### config.mk
export PLATFORM = sky130hd
export DESIGN_NAME = fetch_line_ctl
export DESIGN_NICKNAME = d
export VERILOG_FILES = /design/src/rtl/fetch_ctl_pkg.sv /design/src/rtl/fetch_evt_cnt.sv /design/src/rtl/fetch_lane_pick.sv /design/src/rtl/fetch_word_mux.sv /design/src/rtl/fetch_line_ctl.sv
export SDC_FILE = /design/constraint.sdc
export NUM_CORES = 2
export LEC_CHECK = 0
export BUFFER_PORTS_ARGS = -buffer_cell sky130_fd_sc_hd__buf_2
export CAP_MARGIN = 30
export CORE_AREA = 2 2 408 410
export CTS_CLUSTER_SIZE = 30
export DETAILED_ROUTE_END_ITERATION = 10
export DIE_AREA = 0 0 410 412
export MAX_ROUTING_LAYER = met4
export PLACE_DENSITY_LB_ADDON = 0.05
export SETUP_SLACK_MARGIN = 0.4
export SLEW_MARGIN = 20
export SYNTH_ARGS = -nofsm -noshare
export SYNTH_HDL_FRONTEND = slang
export SYNTH_SLANG_ARGS = --single-unit
### constraint.sdc
create_clock -name clk -period 7.85 [get_ports clk]
set_input_delay 1.57 -clock clk [delete_from_list [all_inputs] [get_ports clk]]
set_output_delay 1.57 -clock clk [all_outputs]
set_load 0.02 [all_outputs]
### src/rtl/fetch_ctl_pkg.sv
package fetch_ctl_pkg;

    typedef enum logic [2:0] {
        FS_RUN        = 3'd0,
        FS_WAIT_RETRY = 3'd1,
        FS_WAIT_RSP   = 3'd2,
        FS_SER_BLK    = 3'd3,
        FS_REN_BLK    = 3'd4,
        FS_TRAP       = 3'd5
    } fetch_state_e;

endpackage

### src/rtl/fetch_evt_cnt.sv
module fetch_evt_cnt #(
    parameter int CNT_W = 16
) (
    input  logic             clk,
    input  logic             rst_n,
    input  logic             inc_i,
    output logic [CNT_W-1:0] cnt_o
);

    logic [CNT_W-1:0] cnt_d;
    logic [CNT_W-1:0] cnt_q;

    always_comb begin
        cnt_d = cnt_q;
        if (inc_i) cnt_d = cnt_q + CNT_W'(1);
    end

    always_ff @(posedge clk) begin
        if (!rst_n) cnt_q <= '0;
        else        cnt_q <= cnt_d;
    end

    assign cnt_o = cnt_q;

endmodule

### src/rtl/fetch_lane_pick.sv
module fetch_lane_pick #(
    parameter int ADDR_W = 32,
    parameter int WIDTH  = 4,
    parameter int WORDS  = 16,
    parameter int OFF_W  = 6,
    parameter int FREE_W = 3
) (
    input  logic                    enable_i,
    input  logic [ADDR_W-1:0]       pc_i,
    input  logic [FREE_W-1:0]       buf_free_i,
    input  logic [WIDTH-1:0]        pred_taken_i,
    input  logic [WIDTH*ADDR_W-1:0] pred_target_i,
    output logic [WIDTH-1:0]        lane_valid_o,
    output logic [ADDR_W-1:0]       next_pc_o
);

    localparam int IDX_W = OFF_W - 2;

    logic [IDX_W-1:0] word_idx;
    logic [WIDTH:0]   alive;

    assign word_idx = pc_i[OFF_W-1:2];
    assign alive[0] = enable_i;

    for (genvar i = 0; i < WIDTH; i++) begin : g_lane
        logic room;
        logic space;
        assign room  = (32'(word_idx) + 32'(i)) < 32'(WORDS);
        assign space = 32'(buf_free_i) > 32'(i);
        assign lane_valid_o[i] = alive[i] & room & space;
        assign alive[i+1]      = lane_valid_o[i] & ~pred_taken_i[i];
    end

    always_comb begin
        int               n;
        logic             hit;
        logic [ADDR_W-1:0] jump;
        n    = 0;
        hit  = 1'b0;
        jump = '0;
        for (int i = 0; i < WIDTH; i++) begin
            if (lane_valid_o[i]) n = n + 1;
            if (lane_valid_o[i] && pred_taken_i[i]) begin
                hit  = 1'b1;
                jump = pred_target_i[i*ADDR_W +: ADDR_W];
            end
        end
        next_pc_o = hit ? jump : pc_i + ADDR_W'(n * 4);
    end

    // valid lanes always form a group starting at lane 0
    always_comb begin
        a_r6_lane_prefix: assert ((lane_valid_o & (lane_valid_o + WIDTH'(1))) == '0);
    end

endmodule

### src/rtl/fetch_word_mux.sv
module fetch_word_mux #(
    parameter int WIDTH     = 4,
    parameter int IDX_W     = 4,
    parameter int LINE_BITS = 512
) (
    input  logic [LINE_BITS-1:0] line_i,
    input  logic [IDX_W-1:0]     word_idx_i,
    output logic [WIDTH*32-1:0]  insn_o
);

    for (genvar i = 0; i < WIDTH; i++) begin : g_word
        logic [IDX_W-1:0] sel;
        assign sel = word_idx_i + IDX_W'(i);
        assign insn_o[i*32 +: 32] = line_i[32*int'(sel) +: 32];
    end

endmodule

### src/rtl/fetch_line_ctl.sv
module fetch_line_ctl
    import fetch_ctl_pkg::*;
#(
    parameter int                ADDR_W     = 32,
    parameter int                LINE_BYTES = 64,
    parameter int                WIDTH      = 4,
    parameter int                TAG_W      = 2,
    parameter int                CNT_W      = 16,
    parameter logic [ADDR_W-1:0] RESET_PC   = 'h100,
    localparam int               FREE_W     = $clog2(WIDTH + 1),
    localparam int               LINE_BITS  = LINE_BYTES * 8
) (
    input  logic                    clk,
    input  logic                    rst_n,
    input  logic                    squash_i,
    input  logic [ADDR_W-1:0]       squash_pc_i,
    input  logic                    xlate_fault_i,
    input  logic                    barrier_hold_i,
    input  logic                    regs_empty_i,
    output logic                    req_valid_o,
    output logic [ADDR_W-1:0]       req_addr_o,
    output logic [TAG_W-1:0]        req_tag_o,
    input  logic                    req_accept_i,
    input  logic                    retry_i,
    input  logic                    rsp_valid_i,
    input  logic [TAG_W-1:0]        rsp_tag_i,
    input  logic [LINE_BITS-1:0]    rsp_line_i,
    input  logic [FREE_W-1:0]       buf_free_i,
    input  logic [WIDTH-1:0]        pred_taken_i,
    input  logic [WIDTH*ADDR_W-1:0] pred_target_i,
    output logic [WIDTH-1:0]        out_valid_o,
    output logic [WIDTH*ADDR_W-1:0] out_pc_o,
    output logic [WIDTH*32-1:0]     out_insn_o,
    output logic                    out_fault_o,
    output logic [CNT_W-1:0]        stall_cnt_o,
    output logic [CNT_W-1:0]        line_cnt_o,
    output logic [CNT_W-1:0]        stale_cnt_o
);

    localparam int OFF_W   = $clog2(LINE_BYTES);
    localparam int IDX_W   = OFF_W - 2;
    localparam int WORDS   = LINE_BYTES / 4;
    localparam int BASE_W  = ADDR_W - OFF_W;
    localparam int NUM_CNT = 3;

    typedef struct packed {
        fetch_state_e         state;
        logic [ADDR_W-1:0]    pc;
        logic [BASE_W-1:0]    line_base;
        logic                 line_valid;
        logic [LINE_BITS-1:0] line;
        logic [TAG_W-1:0]     tag;
    } ctl_t;

    ctl_t ctl_d;
    ctl_t ctl_q;

    logic                line_hit;
    logic                fetch_due;
    logic                extract_en;
    logic [WIDTH-1:0]    pick_valid;
    logic [ADDR_W-1:0]   pick_next_pc;
    logic                rsp_take;
    logic                fault_lane;
    logic [NUM_CNT-1:0]  cnt_inc;
    logic [CNT_W-1:0]    cnt_val [NUM_CNT];

    assign line_hit   = ctl_q.line_valid && (ctl_q.pc[ADDR_W-1:OFF_W] == ctl_q.line_base);
    assign fetch_due  = (ctl_q.state == FS_RUN) && !line_hit;
    assign extract_en = (ctl_q.state == FS_RUN) && line_hit && !squash_i;
    assign rsp_take   = rsp_valid_i && (ctl_q.state == FS_WAIT_RSP) &&
                        (rsp_tag_i == ctl_q.tag) && !squash_i;

    fetch_lane_pick #(
        .ADDR_W (ADDR_W),
        .WIDTH  (WIDTH),
        .WORDS  (WORDS),
        .OFF_W  (OFF_W),
        .FREE_W (FREE_W)
    ) i_pick (
        .enable_i      (extract_en),
        .pc_i          (ctl_q.pc),
        .buf_free_i    (buf_free_i),
        .pred_taken_i  (pred_taken_i),
        .pred_target_i (pred_target_i),
        .lane_valid_o  (pick_valid),
        .next_pc_o     (pick_next_pc)
    );

    fetch_word_mux #(
        .WIDTH     (WIDTH),
        .IDX_W     (IDX_W),
        .LINE_BITS (LINE_BITS)
    ) i_mux (
        .line_i     (ctl_q.line),
        .word_idx_i (ctl_q.pc[OFF_W-1:2]),
        .insn_o     (out_insn_o)
    );

    for (genvar i = 0; i < WIDTH; i++) begin : g_pc
        assign out_pc_o[i*ADDR_W +: ADDR_W] = ctl_q.pc + ADDR_W'(4 * i);
    end

    always_comb begin
        ctl_d       = ctl_q;
        req_valid_o = 1'b0;
        fault_lane  = 1'b0;
        req_addr_o  = {ctl_q.pc[ADDR_W-1:OFF_W], {OFF_W{1'b0}}};
        req_tag_o   = ctl_q.tag;

        unique case (ctl_q.state)
            FS_RUN: begin
                if (fetch_due) begin
                    if (xlate_fault_i) begin
                        if (buf_free_i != '0) begin
                            fault_lane  = 1'b1;
                            ctl_d.state = FS_TRAP;
                        end
                    end else begin
                        req_valid_o      = 1'b1;
                        ctl_d.line_base  = ctl_q.pc[ADDR_W-1:OFF_W];
                        ctl_d.line_valid = 1'b0;
                        ctl_d.state      = req_accept_i ? FS_WAIT_RSP : FS_WAIT_RETRY;
                    end
                end else begin
                    ctl_d.pc = pick_next_pc;
                end
            end
            FS_WAIT_RETRY: begin
                req_addr_o = {ctl_q.line_base, {OFF_W{1'b0}}};
                if (retry_i) begin
                    req_valid_o = 1'b1;
                    if (req_accept_i) ctl_d.state = FS_WAIT_RSP;
                end
            end
            FS_WAIT_RSP: begin
                if (rsp_take) begin
                    ctl_d.line       = rsp_line_i;
                    ctl_d.line_valid = 1'b1;
                    if (regs_empty_i)        ctl_d.state = FS_REN_BLK;
                    else if (barrier_hold_i) ctl_d.state = FS_SER_BLK;
                    else                     ctl_d.state = FS_RUN;
                end
            end
            FS_SER_BLK: begin
                if (!barrier_hold_i) ctl_d.state = FS_RUN;
            end
            FS_REN_BLK: begin
                if (!regs_empty_i) ctl_d.state = FS_RUN;
            end
            FS_TRAP: begin
                ctl_d.state = FS_TRAP;
            end
            default: ctl_d.state = FS_RUN;
        endcase

        if (squash_i) begin
            req_valid_o      = 1'b0;
            fault_lane       = 1'b0;
            ctl_d.pc         = squash_pc_i;
            ctl_d.tag        = ctl_q.tag + TAG_W'(1);
            ctl_d.line_valid = 1'b0;
            ctl_d.state      = FS_RUN;
        end
    end

    always_ff @(posedge clk) begin
        if (!rst_n) begin
            ctl_q.state      <= FS_RUN;
            ctl_q.pc         <= RESET_PC;
            ctl_q.line_base  <= '0;
            ctl_q.line_valid <= 1'b0;
            ctl_q.line       <= '0;
            ctl_q.tag        <= '0;
        end else begin
            ctl_q <= ctl_d;
        end
    end

    assign out_valid_o = fault_lane ? WIDTH'(1) : pick_valid;
    assign out_fault_o = fault_lane;

    assign cnt_inc[0] = (ctl_q.state == FS_WAIT_RETRY) || (ctl_q.state == FS_WAIT_RSP);
    assign cnt_inc[1] = req_valid_o && req_accept_i;
    assign cnt_inc[2] = rsp_valid_i && !rsp_take;

    for (genvar c = 0; c < NUM_CNT; c++) begin : g_cnt
        fetch_evt_cnt #(.CNT_W(CNT_W)) i_cnt (
            .clk   (clk),
            .rst_n (rst_n),
            .inc_i (cnt_inc[c]),
            .cnt_o (cnt_val[c])
        );
    end

    assign stall_cnt_o = cnt_val[0];
    assign line_cnt_o  = cnt_val[1];
    assign stale_cnt_o = cnt_val[2];

    // an accepted request is not followed by another request
    a_r2_one_outstanding: assert property (@(posedge clk) disable iff (!rst_n)
        (req_valid_o && req_accept_i && !squash_i) |=> !req_valid_o);

    // each accepted request bumps the line counter
    a_r2_line_count: assert property (@(posedge clk) disable iff (!rst_n)
        (req_valid_o && req_accept_i) |=> (line_cnt_o == $past(line_cnt_o) + CNT_W'(1)));

    // a held request stays silent until the retry notification
    a_r3_retry_quiet: assert property (@(posedge clk) disable iff (!rst_n)
        (ctl_q.state == FS_WAIT_RETRY && !retry_i) |-> !req_valid_o);

    // a refused request is resent with the same address
    a_r3_same_addr: assert property (@(posedge clk) disable iff (!rst_n)
        (req_valid_o && !req_accept_i && !squash_i) |=>
        (!req_valid_o || req_addr_o == $past(req_addr_o)));

    // responses outside the response wait are always counted as stale
    a_r4_stale_counted: assert property (@(posedge clk) disable iff (!rst_n)
        (rsp_valid_i && ctl_q.state != FS_WAIT_RSP) |=>
        (stale_cnt_o == $past(stale_cnt_o) + CNT_W'(1)));

    // never more lanes than downstream free slots
    a_r6_buffer_bound: assert property (@(posedge clk) disable iff (!rst_n)
        $countones(out_valid_o) <= int'(buf_free_i));

    // a squash cycle drives neither lanes nor a request
    a_r8_squash_quiet: assert property (@(posedge clk) disable iff (!rst_n)
        squash_i |-> (out_valid_o == '0 && !req_valid_o));

    // the trap state is silent
    a_r10_trap_quiet: assert property (@(posedge clk) disable iff (!rst_n)
        (ctl_q.state == FS_TRAP) |-> (out_valid_o == '0 && !req_valid_o));

endmodule

**After elaboration in Yosys (flattened, before gate mapping)**

Index checks and enable logic that the tools add are counted.
W data, S select, Z words.

- Muxes and demuxes: 44
- Order comparisons: 8
- Eq/ne operators: 16
- Bitwise operators: 16
- Reduce and logical (&&, ||, !) cells: 27
- Shift-type cells: 4
- $add $sub $neg: 17

Operator list:

| cell | number |
|---|---|
| $shiftx A512 B10 Y32 | 4 |
| $mux W513 | 1 |
| $mux W32 | 8 |
| $lt A32 B5 Y1 const B | 3 |
| $add A32 B4 Y32 const B | 2 |
| $mux W30 | 2 |
| $mux W58 | 1 |
| $mux W27 | 2 |
| $add A16 B1 Y16 const B | 3 |
| $add A32 B3 Y32 const B | 1 |
| $add A32 B32 Y32 | 1 |
| $add A30 B2 Y30 const B | 1 |
| $mux W3 | 9 |
| $eq A26 B26 Y1 | 1 |
| $pmux W3 S6 | 1 |
| $ne A2 B2 Y1 const B | 8 |
| $mux W1 | 14 |
| $logic_and A1 B1 Y1 | 13 |
| $and A1 B1 Y1 | 11 |
| $add A4 B2 Y5 const B | 2 |
| $add A4 B2 Y4 const B | 2 |
| $reduce_and A7 Y1 | 1 |
| $eq A3 B2 Y1 const B | 2 |
| $eq A3 B3 Y1 const B | 2 |
| 24 further kinds | 37 |

- Input bits: 690
- Flip-flop bits (word level): 624
- Output and inout bits: 344

**Depth between registers and ports, before layout**

- Word-level depth: 21
- Mapped depth: 25
- Gate-level depth less buffers: 21

**By module**

A second synthesis with hierarchy kept.

- Cells, all modules: 4,603
- Area, all modules: 43,220.2 um^2

By module, submodules not included:

| module | area each (um^2) | cells an instance | seq. area each (um^2) | instances |
|---|---|---|---|---|
| fetch_line_ctl | 23,262.3 | 2,964 | 11,531.1 | 1 |
| fetch_word_mux | 15,946.5 | 1,135 | 0.0 | 1 |
| fetch_evt_cnt | 744.5 | 83 | 320.3 | 3 |
| fetch_lane_pick | 1,778.0 | 255 | 0.0 | 1 |

**Least setup slack after synthesis**

No wires, ideal clock.

- Path type: register to output
- From: register ctl_q[543] (netlist bit)
- To: output port out_insn_o[101]
- Cell stages (with the launch flop): 14
- Buffers on the path: 9
- Data arrival time: 4.855 ns
- Slack: 1.425 ns
- Cells stage by stage: dfxtp_1 > clkbuf_1 > buf_2 > buf_1 > clkbuf_1 > buf_1 > inv_1 > ha_1 > clkbuf_1 > buf_1 > buf_1 > clkbuf_1 > mux4_2 > mux4_2

- Word-level cells in the longest chain between the ends: 2

RTL lines:

| what | RTL line | text |
|---|---|---|
| start: declaration | fetch_line_ctl.sv:56 | `ctl_t ctl_q;` |
| start signal: assignment | fetch_line_ctl.sv:176 | `ctl_q <= ctl_d;` |
| $add A4 B2 Y4 | fetch_word_mux.sv:13 | `assign sel = word_idx_i + IDX_W'(i);` |
| $shiftx A512 B10 Y32 | fetch_word_mux.sv:14 | `assign insn_o[i*32 +: 32] = line_i[32*int'(sel) +: 32];` |
| end: declaration | fetch_line_ctl.sv:33 | `output logic [WIDTH*32-1:0] out_insn_o,` |

No other way between the ends.

**Worst setup path after layout**

- From: register ctl_q[544] (netlist bit)
- To: output port out_insn_o[25]

- Word-level cells in the longest chain between the ends: 1

RTL lines:

| what | RTL line |
|---|---|
| $shiftx A512 B10 Y32 | fetch_word_mux.sv:14 |

No other way between the ends.

==> run summary <==
### Yosys
* post-synthesis sequential area ratio: 29.9%
* multiplexer share of the synthesized area: 34.2%
* post-synthesis share of cell area spent on xor and xnor gates: 3.50%
* Adder-Cell Fraction of Synth Area: 0.467%
* area share of and/or/nand/nor cells after synthesis: 16.2%
* post-synth cell types: 71
* leading register cell type out of synthesis: dfxtp_1
* instance count of the mapped netlist: 4404
* dominant combinational cell family by area after synthesis: multiplexers
* Avg Cell Area, Syn: 9.48 um2
* post-synthesis sequential element count: 624
* post-synth design cell area: 41800 um2
* complex-gate fraction of the synthesized area: 10.7%
* Async S/R FF share, synth: 0%
* count of synthesis-stage warnings from yosys: 0
* number of enable-type register cells in the synthesized netlist: 0

### Finish
* # fillers: 17600
* Final Instance Area: 51700 um2
* Area growth, synth to finish: 23.8%
* share of post-route cells with drive strength above 1: 36.8%
* final layout net count: 5850

### Detailed routing
* number of routed nets with antenna violations: 0
* routed len/inst: 36.3 um
* total number of vias: 42400
* DRC Markers: 0
* first-iteration detailed-routing DRC count: 4831
* First-pass DRT Iterations: 5
* final routed wirelength across all metal layers: 271000 um
* vias per std cell: 5.68

### Setup path
* worst endpoint data arrival time: 5.04 ns
* category of the worst setup path capture point: primary output
* Worst Setup Path Type: flip-flop to primary output
* worst endpoint required time: 6.28 ns
* CP Launch Point: ctl_q[544]$_SDFFE_PN0P_
* maximum net fanout on the critical path: 149
* startpoint types: flip-flop
* source of the worst register-to-register timing path: ctl_q[557]$_SDFFE_PN0P_

### GRT
* overall overflow remaining after global route: 0
* number of global-route vias before repair: 39600
* largest net degree at the start of global routing: 165
* wire length of the first global-routing pass: 357000 um
* overall track demand over capacity in global routing: 31.9%
* antenna violations before repair: 160

### Min path
* worst hold path startpoint: ctl_q[518]$_SDFFE_PN0P_
* type of the worst min-delay path: flip-flop to flip-flop

### STA
* Slew Limit Headroom: 24.8%
* number of pins exceeding their max-slew limit in the final report: 0
* actual slew at the worst max-slew pin: 1.13 ns
* Layout Skew: 0.0345 ns
* endpoints failing hold: 0
* final setup violation count: 0
* post-route clock period utilization: 84.2%
* unrepaired setup endpoints after global routing: no
* minimum clock period: 6.61 ns
* maximum clock rate: 0.151 GHz
* total negative setup slack: 0 ns

### Job
* number of max-capacitance violations reported: 0

### CTS
* Sink Count: 624
* insertion delay to the later sink of the worst-skew pair: 0.72 ns
* CTS Root Cell: clkbuf_16
* clock buffers created by TritonCTS: 87
* post-cts sizing count: 0
* deepest level of the CTS H-tree: 3
* number of buffers between clock root and the deepest sink: 3
* hold-fix buffers at CTS: 0
* clock tree from TritonCTS: built
* buffers inserted by post-CTS timing repair: 0
* clock-pin slew on the worst setup and hold paths: 0.06 ns

### Pwr
* peak ir drop on the vdd network: 0.164 mV
* power density of the placed cells: 170 nW/um2
* cell leakage power: 0.0181 uW

### Placement
* half-perimeter wire length of the detailed placement result: 216000 um
* final weighted congestion in routability-driven placement: 0.942
* count of input and output buffers: 1027
* total cell area at the placement stage: 48600 um2

### Floorplan
* starting utilization of the core area: 25.4%
* I/O pin total: 1034
* number of rows in the core area: 149
* chip width: 410 um
* area enclosed by the die boundary: 169000 um2
* die height: 412 um
* core region area: 164000 um2

### Outcome
* outcome: complete, no violations

-- per-stage QoR --
step                      std cells  total power (uW)  utilization [%]  setup slack (ns)  hold slack [ns]
after floorplan                4410              4050                -              1.43            0.459
after global placement         7239              4620             29.5              1.31            0.460
after detailed placement       7243              4620             29.6              1.29            0.475
after CTS                      7401              8850             31.4              1.32            0.484
after global routing           7440              9010             31.4              1.19            0.507
final                          7465              8770             31.5              1.24            0.485
-- cell type report --
cell class | instances | area [um2] | share of cell area (%)
clock inverters | 34 | 435 | 0.842
inverters | 22 | 90.1 | 0.174
flip-flops and latches | 624 | 12500 | 24.2
clock buffers | 124 | 2490 | 4.81
repair buffers | 1111 | 5950 | 11.5
multi-input cells | 3299 | 27400 | 52.9
well taps | 2189 | 2740 | 5.30
diodes | 62 | 155 | 0.300
-- per-layer routing --
layer	part of all wire [%]	global-route usage [%]	up-vias
li1	-	-	17600
met1	42	41.7	22100
met2	45	48.7	2262
met3	9.0	7.70	375
met4	3.4	9.56	0
met5	0	-	-
-- cell usage after synthesis, types with 15 or more instances --
library cell | count | area [um2]
nand2_1 | 1321 | 4960
o21a_1 | 23 | 173
a22o_1 | 18 | 158
o21ai_0 | 47 | 235
buf_1 | 97 | 364
o221ai_1 | 22 | 193
and3_1 | 49 | 307
a21oi_1 | 594 | 2970
xnor2_1 | 113 | 990
nand3_1 | 46 | 230
inv_1 | 21 | 78.8
buf_4 | 48 | 360
nor4_1 | 15 | 93.8
dfxtp_1 | 624 | 12500
xor2_1 | 50 | 438
nor3_1 | 23 | 115
or3_1 | 15 | 93.8
mux2i_1 | 31 | 310
clkbuf_1 | 305 | 1140
a31oi_1 | 35 | 219
mux4_2 | 608 | 13700
nor2_1 | 77 | 289
nand4_1 | 42 | 263
mux2_2 | 26 | 293
-- path summary, 6_finish.rpt --
path	slack [ns]	endpoint	cells past startpoint
min	0.48	ctl_q[518]$_SDFFE_PN0P_	2
max	1.24	out_insn_o[25]	6
max reg2reg	1.64	ctl_q[571]$_SDFFE_PN0P_	19
min reg2reg	0.48	ctl_q[518]$_SDFFE_PN0P_	2
-- where the power goes --
part           total, uW  internal, uW  switching, uW
logic               1290           486            802
registers           3270          3200           75.1
clock network       4210          2470           1740
total               8770          6150           2620
-- logic make-up (layout without fill, tap and decap cells) --
family	Yosys count	in the layout
simple gates	1643	1643
compound gates	804	804
mux	665	665
fa+ha+maj	15	15
xor+xnor	165	165
buf+inv	487	1291
flops	624	624
other cells	1	69
-- worst max-delay path: stages, from the launching register on --
cell,delay [ns]
dfxtp_4,0.43
buf_12,0.66
buf_4,0.82
buf_4,0.78
mux4_2,0.49
mux4_2,0.62
buf_2,0.21
-- flip-flops by register name, indices dropped and copies added, names as in the netlist --
signal and cells:
ctl_q 574, g_cnt.i_cnt.cnt_o 48, req_tag_o 2
-- cells in the final DEF (no fill, tap or decap), drive strengths merged, types with 9 or more instances in the layout --
master	instances
nand2	1321
buf	1110
dfxtp	624
mux4	608
a21oi	594
clkbuf	125
xnor2	115
nor2	77
diode	62
o21ai	51
xor2	50
and3	49
nand3	46
nand4	43
a31oi	35
mux2i	31
inv	27
mux2	26
o21a	23
nor3	23
o221ai	22
a22o	18
nor4	18
clkinv	16
or3	15
o31ai	14
ha	14
or4	13
and2	9
a32oi	9
(Power assumes the default switching activity.)
